[config.mk]
export PLATFORM = sky130hd
export DESIGN_NAME = flash_guard
export DESIGN_NICKNAME = d
export VERILOG_FILES = /design/src/rtl/fg_pkg.sv /design/src/rtl/fg_cfg_seq.sv /design/src/rtl/fg_dbg_track.sv /design/src/rtl/fg_policy.sv /design/src/rtl/fg_arbiter.sv /design/src/rtl/flash_guard.sv
export SDC_FILE = /design/constraint.sdc
export NUM_CORES = 1
export LEC_CHECK = 0
export BUFFER_PORTS_ARGS = -buffer_cell sky130_fd_sc_hd__buf_4
export CAP_MARGIN = 10
export CORE_AREA = 2 2 95 97
export DETAILED_ROUTE_END_ITERATION = 16
export DIE_AREA = 0 0 97 99
export PLACE_DENSITY = 0.54
export SLEW_MARGIN = 10
export SYNTH_ARGS = -nofsm -noshare
export SYNTH_HDL_FRONTEND = slang
export SYNTH_HIERARCHICAL = 1
export SYNTH_SLANG_ARGS = --single-unit
[constraint.sdc]
create_clock -name clk -period 2.3 [get_ports clk]
set_input_delay 0.46 -clock clk [delete_from_list [all_inputs] [get_ports clk]]
set_output_delay 0.46 -clock clk [all_outputs]
set_load 0.1 [all_outputs]
[src/rtl/fg_pkg.sv]
package fg_pkg;
  localparam int CFG_W   = 16;
  localparam int NUM_MST = 3;
  localparam int DBG_MST = 2;

  localparam logic [CFG_W-1:0] CFG_OPEN = 16'hA55A;
  localparam logic [CFG_W-1:0] CFG_LOCK = 16'h33CC;

  typedef enum logic [1:0] {
    LVL_OPEN = 2'd0,
    LVL_RDP  = 2'd1,
    LVL_LOCK = 2'd2
  } lvl_e;

  typedef enum logic [1:0] {
    SQ_IDLE,
    SQ_ERASE_REQ,
    SQ_WAIT_DONE,
    SQ_WRITE_CFG
  } seq_e;

  function automatic lvl_e decode_cfg(input logic [CFG_W-1:0] w);
    if (w == CFG_OPEN)      return LVL_OPEN;
    else if (w == CFG_LOCK) return LVL_LOCK;
    else                    return LVL_RDP;
  endfunction
endpackage

[src/rtl/fg_cfg_seq.sv]
module fg_cfg_seq
  import fg_pkg::*;
(
  input  logic             clk,
  input  logic             rst_n,
  input  logic [CFG_W-1:0] opt_word,
  input  logic             cfg_wr_valid,
  input  logic [CFG_W-1:0] cfg_wr_data,
  output logic             cfg_wr_ready,
  output logic             cfg_wr_rej,
  output logic             erase_req,
  input  logic             erase_ack,
  input  logic             erase_done,
  output lvl_e             level,
  output logic             busy
);
  seq_e st_q, st_nx;
  lvl_e lvl_q, lvl_nx, new_lvl;

  always_ff @(posedge clk) begin
    if (!rst_n) begin
      st_q  <= SQ_IDLE;
      lvl_q <= decode_cfg(opt_word);
    end else begin
      st_q  <= st_nx;
      lvl_q <= lvl_nx;
    end
  end

  always_comb begin
    st_nx        = st_q;
    lvl_nx       = lvl_q;
    cfg_wr_ready = 1'b0;
    cfg_wr_rej   = 1'b0;
    erase_req    = 1'b0;
    new_lvl      = decode_cfg(cfg_wr_data);
    case (st_q)
      SQ_IDLE: begin
        cfg_wr_ready = 1'b1;
        if (cfg_wr_valid) begin
          if (lvl_q == LVL_LOCK)
            cfg_wr_rej = 1'b1;
          else if (lvl_q == LVL_RDP && new_lvl == LVL_OPEN)
            st_nx = SQ_ERASE_REQ;
          else
            lvl_nx = new_lvl;
        end
      end
      SQ_ERASE_REQ: begin
        erase_req = 1'b1;
        if (erase_ack) st_nx = SQ_WAIT_DONE;
      end
      SQ_WAIT_DONE: begin
        if (erase_done) st_nx = SQ_WRITE_CFG;
      end
      SQ_WRITE_CFG: begin
        lvl_nx = LVL_OPEN;
        st_nx  = SQ_IDLE;
      end
      default: st_nx = SQ_IDLE;
    endcase
  end

  assign level = lvl_q;
  assign busy  = (st_q != SQ_IDLE);
endmodule

[src/rtl/fg_dbg_track.sv]
module fg_dbg_track (
  input  logic clk,
  input  logic rst_n,
  input  logic dbg_en,
  input  logic dbg_active,
  input  logic dbg_req,
  output logic dbg_seen
);
  logic seen_q;

  always_ff @(posedge clk) begin
    if (!rst_n)
      seen_q <= 1'b0;
    else if (dbg_en && (dbg_active || dbg_req))
      seen_q <= 1'b1;
  end

  assign dbg_seen = seen_q;
endmodule

[src/rtl/fg_policy.sv]
module fg_policy
  import fg_pkg::*;
#(
  parameter int NM  = NUM_MST,
  parameter int DBG = DBG_MST
) (
  input  lvl_e          level,
  input  logic          dbg_seen,
  input  logic          busy,
  input  logic [NM-1:0] m_valid,
  output logic [NM-1:0] cand,
  output logic [NM-1:0] deny
);
  logic [NM-1:0] allow;

  for (genvar g = 0; g < NM; g++) begin : g_mst
    if (g == DBG) begin : g_dbg
      assign allow[g] = (level == LVL_OPEN);
    end else begin : g_bus
      assign allow[g] = (level == LVL_OPEN) || (level == LVL_LOCK) ||
                        (level == LVL_RDP && !dbg_seen);
    end
    assign cand[g] = m_valid[g] && !busy && allow[g];
    assign deny[g] = m_valid[g] && !busy && !allow[g];
  end
endmodule

[src/rtl/fg_arbiter.sv]
module fg_arbiter #(
  parameter int NM = 3,
  parameter int AW = 16,
  parameter int DW = 32
) (
  input  logic [NM-1:0]    cand,
  input  logic [NM-1:0]    deny,
  input  logic [NM*AW-1:0] m_addr,
  output logic             fl_valid,
  output logic [AW-1:0]    fl_addr,
  input  logic             fl_ready,
  input  logic [DW-1:0]    fl_rdata,
  output logic [NM-1:0]    m_ready,
  output logic [NM-1:0]    m_err,
  output logic [NM*DW-1:0] m_rdata
);
  logic [NM-1:0] sel;
  logic          found;

  always_comb begin
    sel     = '0;
    found   = 1'b0;
    fl_addr = '0;
    for (int i = 0; i < NM; i++) begin
      if (cand[i] && !found) begin
        sel[i]  = 1'b1;
        found   = 1'b1;
        fl_addr = m_addr[i*AW +: AW];
      end
    end
  end

  assign fl_valid = found;

  for (genvar g = 0; g < NM; g++) begin : g_rsp
    logic take;
    assign take               = sel[g] && fl_ready;
    assign m_ready[g]         = take || deny[g];
    assign m_err[g]           = deny[g];
    assign m_rdata[g*DW +: DW] = take ? fl_rdata : '0;
  end
endmodule

[src/rtl/flash_guard.sv]
module flash_guard
  import fg_pkg::*;
#(
  parameter int NM  = NUM_MST,
  parameter int AW  = 16,
  parameter int DW  = 32,
  parameter int DBG = DBG_MST
) (
  input  logic             clk,
  input  logic             rst_n,
  input  logic [15:0]      opt_word,
  input  logic             dbg_active,
  input  logic [NM-1:0]    m_valid,
  input  logic [NM*AW-1:0] m_addr,
  output logic [NM-1:0]    m_ready,
  output logic [NM-1:0]    m_err,
  output logic [NM*DW-1:0] m_rdata,
  output logic             fl_valid,
  output logic [AW-1:0]    fl_addr,
  input  logic             fl_ready,
  input  logic [DW-1:0]    fl_rdata,
  input  logic             cfg_wr_valid,
  input  logic [15:0]      cfg_wr_data,
  output logic             cfg_wr_ready,
  output logic             cfg_wr_rej,
  output logic             erase_req,
  input  logic             erase_ack,
  input  logic             erase_done,
  output logic [1:0]       prot_level,
  output logic             dbg_en
);
  lvl_e          level;
  logic          busy;
  logic          dbg_seen;
  logic [NM-1:0] cand, deny;

  fg_cfg_seq u_seq (
    .clk(clk), .rst_n(rst_n), .opt_word(opt_word),
    .cfg_wr_valid(cfg_wr_valid), .cfg_wr_data(cfg_wr_data),
    .cfg_wr_ready(cfg_wr_ready), .cfg_wr_rej(cfg_wr_rej),
    .erase_req(erase_req), .erase_ack(erase_ack), .erase_done(erase_done),
    .level(level), .busy(busy)
  );

  assign dbg_en = (level != LVL_LOCK);

  fg_dbg_track u_dbg (
    .clk(clk), .rst_n(rst_n), .dbg_en(dbg_en), .dbg_active(dbg_active),
    .dbg_req(m_valid[DBG]), .dbg_seen(dbg_seen)
  );

  fg_policy #(.NM(NM), .DBG(DBG)) u_pol (
    .level(level), .dbg_seen(dbg_seen), .busy(busy),
    .m_valid(m_valid), .cand(cand), .deny(deny)
  );

  fg_arbiter #(.NM(NM), .AW(AW), .DW(DW)) u_arb (
    .cand(cand), .deny(deny), .m_addr(m_addr),
    .fl_valid(fl_valid), .fl_addr(fl_addr), .fl_ready(fl_ready),
    .fl_rdata(fl_rdata), .m_ready(m_ready), .m_err(m_err), .m_rdata(m_rdata)
  );

  assign prot_level = level;
endmodule

==> run summary, run 1 <==
max_cap viols: 0
drt pass-1 iters: 4
Slew headroom: 74.0%
FP Rows: 34
clock-pin slew on the worst setup and hold paths: 0.03 ns
Synth area leader: and2_1
critical path type: flip-flop to output pin
GRT overflow: 0
# IOs: 247
final setup vio count: 68
area grow syn2layout: 247%
hold_buf cts: 0
Synth Register Bits: 5
vias per inst: 4.77
power density cells: 313 nW/um^2
first-pass GRT wire length: 17.0 mm
vias in the first global route: 3110
syn_nets: 384
Die ar.: 9600 um^2
RSZ-0062 raised after global routing: true
count of input and output buffers: 246
dpl cells: 608
DP HPWL: 7.67 mm
core area: 8550 um^2
top-area cell type share of the netlist area: 23.1%
total power: 1.88 mW
clock net sink count: 5
leakage: 2.61 nW
Placed Area: 4300 um^2
worst hold margin: 0.470 ns
layout cells sized above 1: 82.1%
Hold Vio Cnt, Final: 0
Setup Skew: 0.0000644 ns
Post-Synthesis Cells: 258
Critical Path AT: 1.96 ns
die width: 97 um
drc violations: 0
# fillers: 619
number of synthesized flops with an enable pin: 2
htree depth: 1
ANT nets after route: 0
Clk pwr share: 8.6%
Crit path required time: 1.84 ns
Gate power share: 86.1%
total CTS buffers: 3
Worst Path Max Fanout: 8
Worst setup EP type: output pin
Hold WC Path Type: input pin to flip-flop
largest net degree at the start of global routing: 39
post-synthesis sequential area ratio: 6.93%
commonest cells in the netlist: and2_1 (64), and3_1 (33), a21oi_1 (32)
worst ir drop on vdd: 0.259 mV
YS warnings: 6
post-synthesis cell area: 1730 um^2
Final min period: 2.42 ns
P_int: 0.857 mW
Avg Cell Area, Syn: 6.72 um^2
Layout Nets: 647
final core utilization: 70.4%
Diodes inserted: 0
CTS tree: done
period utilisation layout: 105%
Final Non-Filler Cells: 628
async set or reset register ratio after synthesis: 0%
sw power: 1.03 mW
global placer's final weighted congestion: 0.836
Avg WL per Cell: 18.3 um
GRT Overall Usage: 21.5%
FMAX: 413 MHz
sequential group share of total power: 5.3%
clock buffer depth: 2
setup TNS: -5.34 ns
root buf cell: clkbuf_8
Routed WL: 11.5 mm
nature of the critical path startpoint: flip-flop
Starting Density: 20.3%
starting DRC count in detailed routing: 78
failing checks: setup timing
status: finished, violations left
Worst R2R Setup Slack: 0.27 ns
fin area: 6020 um^2
Worst-Margin Slew: 0.385 ns
vias: 2998
Clock Latency Late Sink: 0.22 ns
Die Y: 99 um
antenna violations before repair: 0
count of different cell masters after synthesis: 42
dpl ws: -0.0227 ns
switching part of the total: 54.5%
fin worst setup slack: -0.123 ns
Synth area leaders: and2_1 (23%), and3_1 (12%), a21oi_1 (9.2%)
count leader, synth: and2_1
Synth Flop Type: dfxtp_1
Final Max Tran Viols: 0
==> power by group through the flow <==
| stage | sequential, mW | combinational (mW) | clock, mW |
|---|---|---|---|
| floorplan | 0.115 | 0.939 | 0 |
| global placement | 0.100 | 1.30 | 0 |
| detailed placement | 0.101 | 1.31 | 0 |
| CTS | 0.100 | 1.54 | 0.168 |
| global route | 0.100 | 1.67 | 0.176 |
| finish | 0.0997 | 1.62 | 0.162 |
==> routing by layer <==
layer / vias to the layer above / global-route usage [%] / routed length, um
met4: 0 / 2.49 / 96
met1: 1409 / 24.6 / 4100
met5: - / 0 / 0
li1: 1433 / - / -
met2: 146 / 43.1 / 6550
met3: 10 / 3.33 / 754
==> cells by family (layout without fill, tap and decap cells) <==
| logic type | after synthesis | in the layout | synth area share, % |
|---|---|---|---|
| adders and majority gates | 4 | 4 | 2.89 |
| muxes | 1 | 1 | 0.577 |
| AOI/OAI and AO/OA | 43 | 43 | 13.9 |
| and+or+nand+nor | 178 | 178 | 67.2 |
| buffers and inverters | 27 | 289 | 8.51 |
| DFF | 5 | 5 | 6.93 |
==> layout by cell type, fill, tap and decap left out, types with 3 or more instances in the layout <==
cell type / instances
buf_4: 152
buf_12: 102
and2_4: 64
and3_4: 32
buf_8: 18
nand3b_1: 17
a21oi_1: 16
a21oi_4: 16
nor2b_1: 12
nor2b_2: 6
nor2_1: 6
buf_6: 5
nand2_1: 5
clkbuf_16: 4
nand4bb_1: 4
nand2b_1: 3
clkbuf_8: 3
nand2b_4: 3
nor2_4: 3
ha_1: 3
==> worst paths after layout <==
check,startpoint,end,cells past startpoint
worst max-delay path,u_seq/st_q[1]$_SDFFE_PN0P_,m_rdata[74],10
worst min-delay path,dbg_active,u_dbg/dbg_seen$_SDFFE_PN0P_,3
worst max register to register,u_seq/st_q[1]$_SDFFE_PN0P_,u_seq/st_q[1]$_SDFFE_PN0P_,8
worst min register to register,u_dbg/dbg_seen$_SDFFE_PN0P_,u_dbg/dbg_seen$_SDFFE_PN0P_,2
==> layout make-up <==
class	instances	area [um^2]	area share [%]
Timing Repair Buffer	282	3640	60.4
Inverter	3	13.8	0.229
Clock buffer	4	45.0	0.748
Tap cell	108	135	2.24
Multi-Input combinational cell	226	2070	34.4
Sequential cell	5	123	2.04
==> registers in the layout (all words and copies together), names as in the netlist <==
name            count
u_seq/level         2
u_seq/st_q          2
u_dbg/dbg_seen      1
==> timing repair <==
item,in CTS,in global routing
buffers inserted,10,2
cloned,2,4
setup endpoints to repair,116,116
gates resized for setup,307,55
pin swaps,5,31
==> critical path, cell delays in order, from the launching register on <==
cell and delay (ns):
dfxtp_2 0.32, inv_2 0.05, ha_4 0.16, inv_4 0.06, nand2b_4 0.13, nor2_4 0.05
and4bb_4 0.39, buf_4 0.14, buf_12 0.11, and2_4 0.15, buf_12 0.17
No activity file was read; power rests on OpenSTA's default activity.
==> run 2: changes to the inputs <==
Settings changed: SETUP_SLACK_MARGIN set to 0.5.
==> run 2 against run 1 <==
Effect of this change: the run still ends with setup timing left; sequential cell count stayed put; worst setup slack better by 0.043 ns; via count is 1.5% higher; largest power group unchanged; combinational power is 9% higher; wire length is 4.0% higher; critical endpoint is now m_rdata[85]; non-clock buffer count is 8 higher; count of clock-buffer cells in the layout stayed put; final cell count is 1.3% higher; clock skew hardly changed; first-iteration DRC count is 22% lower; clock power hardly changed; total power is 7.9% higher.
==> run summary, run 2 (same netlist as run 1, synthesis figures left out) <==
GRT Overall Usage: 23.8% (+2.2 points)
# IOs: 247 (unchanged)
vias: 3044 (+1.5%)
fin area: 6520 um^2 (+8.3%)
Worst-Margin Slew: 0.357 ns (-0.0275 ns)
Final min period: 2.38 ns (-0.0427 ns)
Setup Skew: 0.000131 ns (+0.0000671 ns)
Worst R2R Setup Slack: 0.57 ns (+0.30 ns)
clock net sink count: 5 (unchanged)
worst hold margin: 0.473 ns (+0.00301 ns)
Placed Area: 4360 um^2 (+1.3%)
Critical Path Max Stage Delay: 0.31 ns (-0.08 ns)
first-pass GRT wire length: 18.5 mm (+9.1%)
max_cap viols: 0 (unchanged)
Worst setup EP type: output pin
Die ar.: 9600 um^2 (unchanged)
FMAX: 420 MHz (+1.8%)
starting DRC count in detailed routing: 61 (-22%)
Final Max Tran Viols: 0 (unchanged)
Routed WL: 12.0 mm (+4.0%)
RSZ-0062 raised after global routing: true
Critical-path top delay cell: dfxtp_2
most frequent cells in the layout: buf_4 (142), buf_12 (115), and2_4 (64)
multi-input combinational cell area: 2380 um^2 (+15%)
Final Non-Filler Cells: 636 (+1.3%)
Diodes inserted: 0 (unchanged)
failing checks: setup timing
vias per inst: 4.79 (+0.26%)
status: finished, violations left
FP Rows: 34 (unchanged)
period utilisation layout: 103% (-1.9 points)
die width: 97 um (unchanged)
dpl cells: 611 (+0.49%)
clock buffer depth: 2 (unchanged)
critical-path cell list: inv_2 -> ha_4 -> inv_4 -> nand2b_4 -> nor3_4 -> and4bb_4 -> buf_12 -> and2_4 -> buf_12
largest net degree at the start of global routing: 34 (-13%)
Hold WC Path Type: input pin to flip-flop
worst ir drop on vdd: 0.257 mV (-0.83%)
drt pass-1 iters: 4 (unchanged)
met2 Use GR: 45.1% (+2.0 points)
final setup vio count: 79 (+16%)
core area: 8550 um^2 (unchanged)
total CTS buffers: 3 (unchanged)
clock-pin slew on the worst setup and hold paths: 0.04 ns (about the same)
htree depth: 1 (unchanged)
antenna violations before repair: 0 (unchanged)
Clock Latency Late Sink: 0.22 ns (about the same)
commonest non-fill, non-tap cell in the layout: buf_4
CP dominant cell by count: buf_12
nature of the critical path startpoint: flip-flop
Avg WL per Cell: 18.8 um (+2.7%)
leakage: 2.78 nW (+6.5%)
drc violations: 0 (unchanged)
Critical Path AT: 1.92 ns (-0.04 ns)
GRT busiest layer: met2
root buf cell: clkbuf_8
critical path type: flip-flop to output pin
Die Y: 99 um (unchanged)
Starting Density: 20.3% (unchanged)
Hold Vio Cnt, Final: 0 (unchanged)
dpl ws: -0.0430 ns (-0.0203 ns)
met3 usage: 4.18% (+0.85 points)
grt met1 use: 26.6% (+2.0 points)
CTS tree: done
Crit path required time: 1.84 ns (about the same)
DP HPWL: 7.78 mm (+1.5%)
Slew headroom: 75.9% (+1.9 points)
fin worst setup slack: -0.0799 ns (+0.0427 ns)
Layout Nets: 655 (+1.2%)
count of input and output buffers: 246 (unchanged)
Reg area: 123 um^2 (unchanged)
ANT nets after route: 0 (unchanged)
GRT overflow: 0 (unchanged)
hold_buf cts: 0 (unchanged)
Worst Path Max Fanout: 21 (+13)
area grow syn2layout: 276%
layout cells sized above 1: 89.2% (+7.1 points)
global placer's final weighted congestion: 0.811 (-3.0%)
power density cells: 311 nW/um^2 (-0.36%)
# fillers: 561 (-9.4%)
vias in the first global route: 3329 (+7.0%)
[run 2: cell types whose count changed in the layout (fill, tap and decap cells not counted), sizes merged]
| cell | change |
|---|---|
| buf | +11 |
| bufbuf | +1 |
| clkbuf | -4 |
[run 2: routing by layer]
layer,wire (um),vias up
li1,-,1445
met1,4290,1418
met2,6540,153
met3,715,28
met4,412,0
met5,0,-
[run 2: worst max-delay path: cells and delay by family, from the launching register on]
kind | cells | cell delay [ns]
adders and majority gates | 1 | 0.16
buffers and inverters | 4 | 0.44
DFF | 1 | 0.31
and+or+nand+nor | 4 | 0.76
[run 2: layout make-up]
cell class	count	share of cell area, %
repair buffers	290	58.7
multi-input cells	226	36.4
clock buffers	4	0.691
well taps	108	2.07
flip-flops and latches	5	1.88
inverters	3	0.211
[run 2: stage by stage]
step | total power, mW | setup TNS (ns) | util [%]
2_1_floorplan | 1.06 | -33.75 | -
5_1_grt | 2.09 | -11.96 | 76.3
6_report | 2.03 | -3.15 | 76.3
3_3_place_gp | 1.42 | -0.0170 | 51.0
3_5_place_dp | 1.42 | -0.698 | 51.0
4_1_cts | 2.01 | -2.24 | 75.0
[run 2: worst paths after layout]
kind	startpoint	end	depth (start not counted)
hold reg to reg	u_seq/st_q[0]$_SDFFE_PN0P_	u_seq/st_q[0]$_SDFFE_PN0P_	2
setup / recovery	u_seq/st_q[0]$_SDFFE_PN0P_	m_rdata[85]	9
hold / removal	dbg_active	u_dbg/dbg_seen$_SDFFE_PN0P_	3
setup reg to reg	u_seq/st_q[0]$_SDFFE_PN0P_	u_seq/st_q[1]$_SDFFE_PN0P_	8
[run 2: repair_timing]
| item | in CTS | in global routing |
|---|---|---|
| pin swaps | 28 | 27 |
| cloned | 5 | 0 |
| endpoints found under the setup margin | 124 | 126 |
| buffers inserted | 12 | 4 |
| resized for setup | 437 | 17 |
| hold endpoints to repair | 0 | 0 |
[run 2: power breakdown]
group | switching (mW) | internal [mW] | total, mW
combinational | 1.03 | 0.737 | 1.77
sequential | 0.00370 | 0.0961 | 0.0998
clock | 0.0437 | 0.119 | 0.163
==> run 3: changes to the inputs <==
Settings changed: CTS_CLUSTER_SIZE set to 24, RECOVER_POWER set to 100.
==> run 3 against run 2 <==
Effect of this change: the run still ends with setup timing left; total power down 0.84%; sequential power is 1% lower; die area is the same; critical path depth grew 1; non-clock buffer count stayed put; combinational power is essentially flat; sequential cell count stayed put; final cell count unchanged; design area shrank 1.4%; clock skew up 0.0011 ns.
==> run summary, run 3 (same netlist as run 1, synthesis figures left out) <==
Final Max Tran Viols: 0 (unchanged)
period utilisation layout: 103% (about the same)
worst ir drop on vdd: 0.257 mV (+0.11%)
commonest non-fill, non-tap cell in the layout: buf_4
layout cells sized above 1: 87.7% (-1.5 points)
die width: 97 um (unchanged)
htree depth: 1 (unchanged)
Diodes inserted: 0 (unchanged)
leakage: 2.74 nW (-1.5%)
Crit path required time: 1.84 ns (about the same)
FP Rows: 34 (unchanged)
Layout Nets: 655 (unchanged)
Slew headroom: 63.1% (-13 points)
Hold Vio Cnt, Final: 0 (unchanged)
max_cap viols: 0 (unchanged)
most frequent cells in the layout: buf_4 (137), buf_12 (114), and2_4 (64)
ANT nets after route: 0 (unchanged)
worst hold margin: 0.481 ns (+0.00776 ns)
antenna violations before repair: 0 (unchanged)
vias: 3044 (unchanged)
core area: 8550 um^2 (unchanged)
Routed WL: 12.0 mm (about the same)
Worst Path Max Fanout: 8 (-62%)
power density cells: 313 nW/um^2 (+0.57%)
Worst-Margin Slew: 0.556 ns (+0.198 ns)
GRT overflow: 0 (unchanged)
status: finished, violations left
vias in the first global route: 3329 (unchanged)
total CTS buffers: 3 (unchanged)
clock net sink count: 5 (unchanged)
final setup vio count: 80 (+1.3%)
Hold WC Path Type: input pin to flip-flop
DP HPWL: 7.78 mm (unchanged)
drc violations: 0 (unchanged)
Final min period: 2.38 ns (-0.000957 ns)
RSZ-0062 raised after global routing: true
Critical Path AT: 1.92 ns (about the same)
clock buffer depth: 2 (unchanged)
clock-pin slew on the worst setup and hold paths: 0.04 ns (about the same)
drt pass-1 iters: 4 (unchanged)
first-pass GRT wire length: 18.5 mm (unchanged)
Avg WL per Cell: 18.8 um (about the same)
FMAX: 420 MHz (about the same)
Die ar.: 9600 um^2 (unchanged)
vias per inst: 4.79 (unchanged)
global placer's final weighted congestion: 0.811 (unchanged)
area grow syn2layout: 271%
failing checks: setup timing
Starting Density: 20.3% (unchanged)
largest net degree at the start of global routing: 34 (unchanged)
critical path type: flip-flop to output pin
fin worst setup slack: -0.0789 ns (+0.000957 ns)
Die Y: 99 um (unchanged)
Clock Latency Late Sink: 0.22 ns (about the same)
CTS tree: done
count of input and output buffers: 246 (unchanged)
starting DRC count in detailed routing: 61 (unchanged)
root buf cell: clkbuf_8
Setup Skew: 0.00122 ns (+0.00109 ns)
# IOs: 247 (unchanged)
Worst setup EP type: output pin
total power: 2.01 mW (-0.84%)
GRT Overall Usage: 23.8% (unchanged)
nature of the critical path startpoint: flip-flop
run 3: cell count changes in the layout (fill, tap and decap cells not counted), sizes merged:
cell    previous run  this run
clkbuf             4        13
buf              289       280
run 3: routing by layer:
layer / vias to the layer above / part of all wire (%) / global-route usage [%]
met2: 154 / 55 / 45.1
met5: - / 0 / 0
met3: 28 / 6.0 / 4.18
met4: 0 / 3.4 / 8.45
li1: 1446 / - / -
met1: 1416 / 36 / 26.6
run 3: timing repair:
| action | CTS | global route |
|---|---|---|
| pin swaps | 28 | 27 |
| cloned | 5 | 0 |
| resized for setup | 437 | 17 |
| hold endpoints to repair | 0 | 0 |
| hold buffers | 0 | 0 |
| setup buffers | 12 | 4 |
| setup endpoints to repair | 124 | 126 |
run 3: stage by stage:
stage / std cells / setup slack [ns] / cell area (um^2) / util (%) / setup TNS [ns]
2_1_floorplan: 258 / -0.449 / 2330 / - / -33.75
3_3_place_gp: 611 / -0.0110 / 4360 / 51.0 / -0.0170
3_5_place_dp: 611 / -0.0430 / 4360 / 51.0 / -0.698
4_1_cts: 632 / -0.106 / 6410 / 75.0 / -2.24
5_1_grt: 636 / -0.163 / 6430 / 75.2 / -12.06
6_report: 636 / -0.0789 / 6430 / 75.2 / -3.14
run 3: critical path, cell delays in order (launching register included):
cell and delay (ns):
dfxtp_2 0.31, inv_2 0.07, ha_4 0.16, inv_4 0.04, nand2b_4 0.14, nor3_4 0.14, buf_6 0.16, buf_8 0.13
nand3b_1 0.14, a21oi_4 0.20, buf_12 0.19
run 3: layout make-up:
cell class,count,area [um^2]
sequential,5,123
inverter,3,13.8
tap,108,135
timing repair buffer,290,3780
multi-input combinational,226,2330
clock buffer,4,45.0
fill,576,2120
run 3: final timing paths:
path | start | end | slack (ns) | depth (start not counted)
worst max register to register | u_seq/level[0]$_DFFE_PP_ | u_seq/st_q[1]$_SDFFE_PN0P_ | 0.35 | 6
worst max-delay path | u_seq/st_q[0]$_SDFFE_PN0P_ | fl_addr[10] | -0.08 | 10
worst min register to register | u_seq/st_q[0]$_SDFFE_PN0P_ | u_seq/st_q[0]$_SDFFE_PN0P_ | 0.58 | 2
worst min-delay path | dbg_active | u_dbg/dbg_seen$_SDFFE_PN0P_ | 0.48 | 3
run 3: power by group:
group,leakage [nW],total (mW),internal (mW),switching (mW)
Sequential,0.0457,0.0988,0.0961,0.00272
Combinational,2.67,1.75,0.725,1.03
Clock,0.0228,0.162,0.119,0.0433
Total,2.74,2.01,0.940,1.07
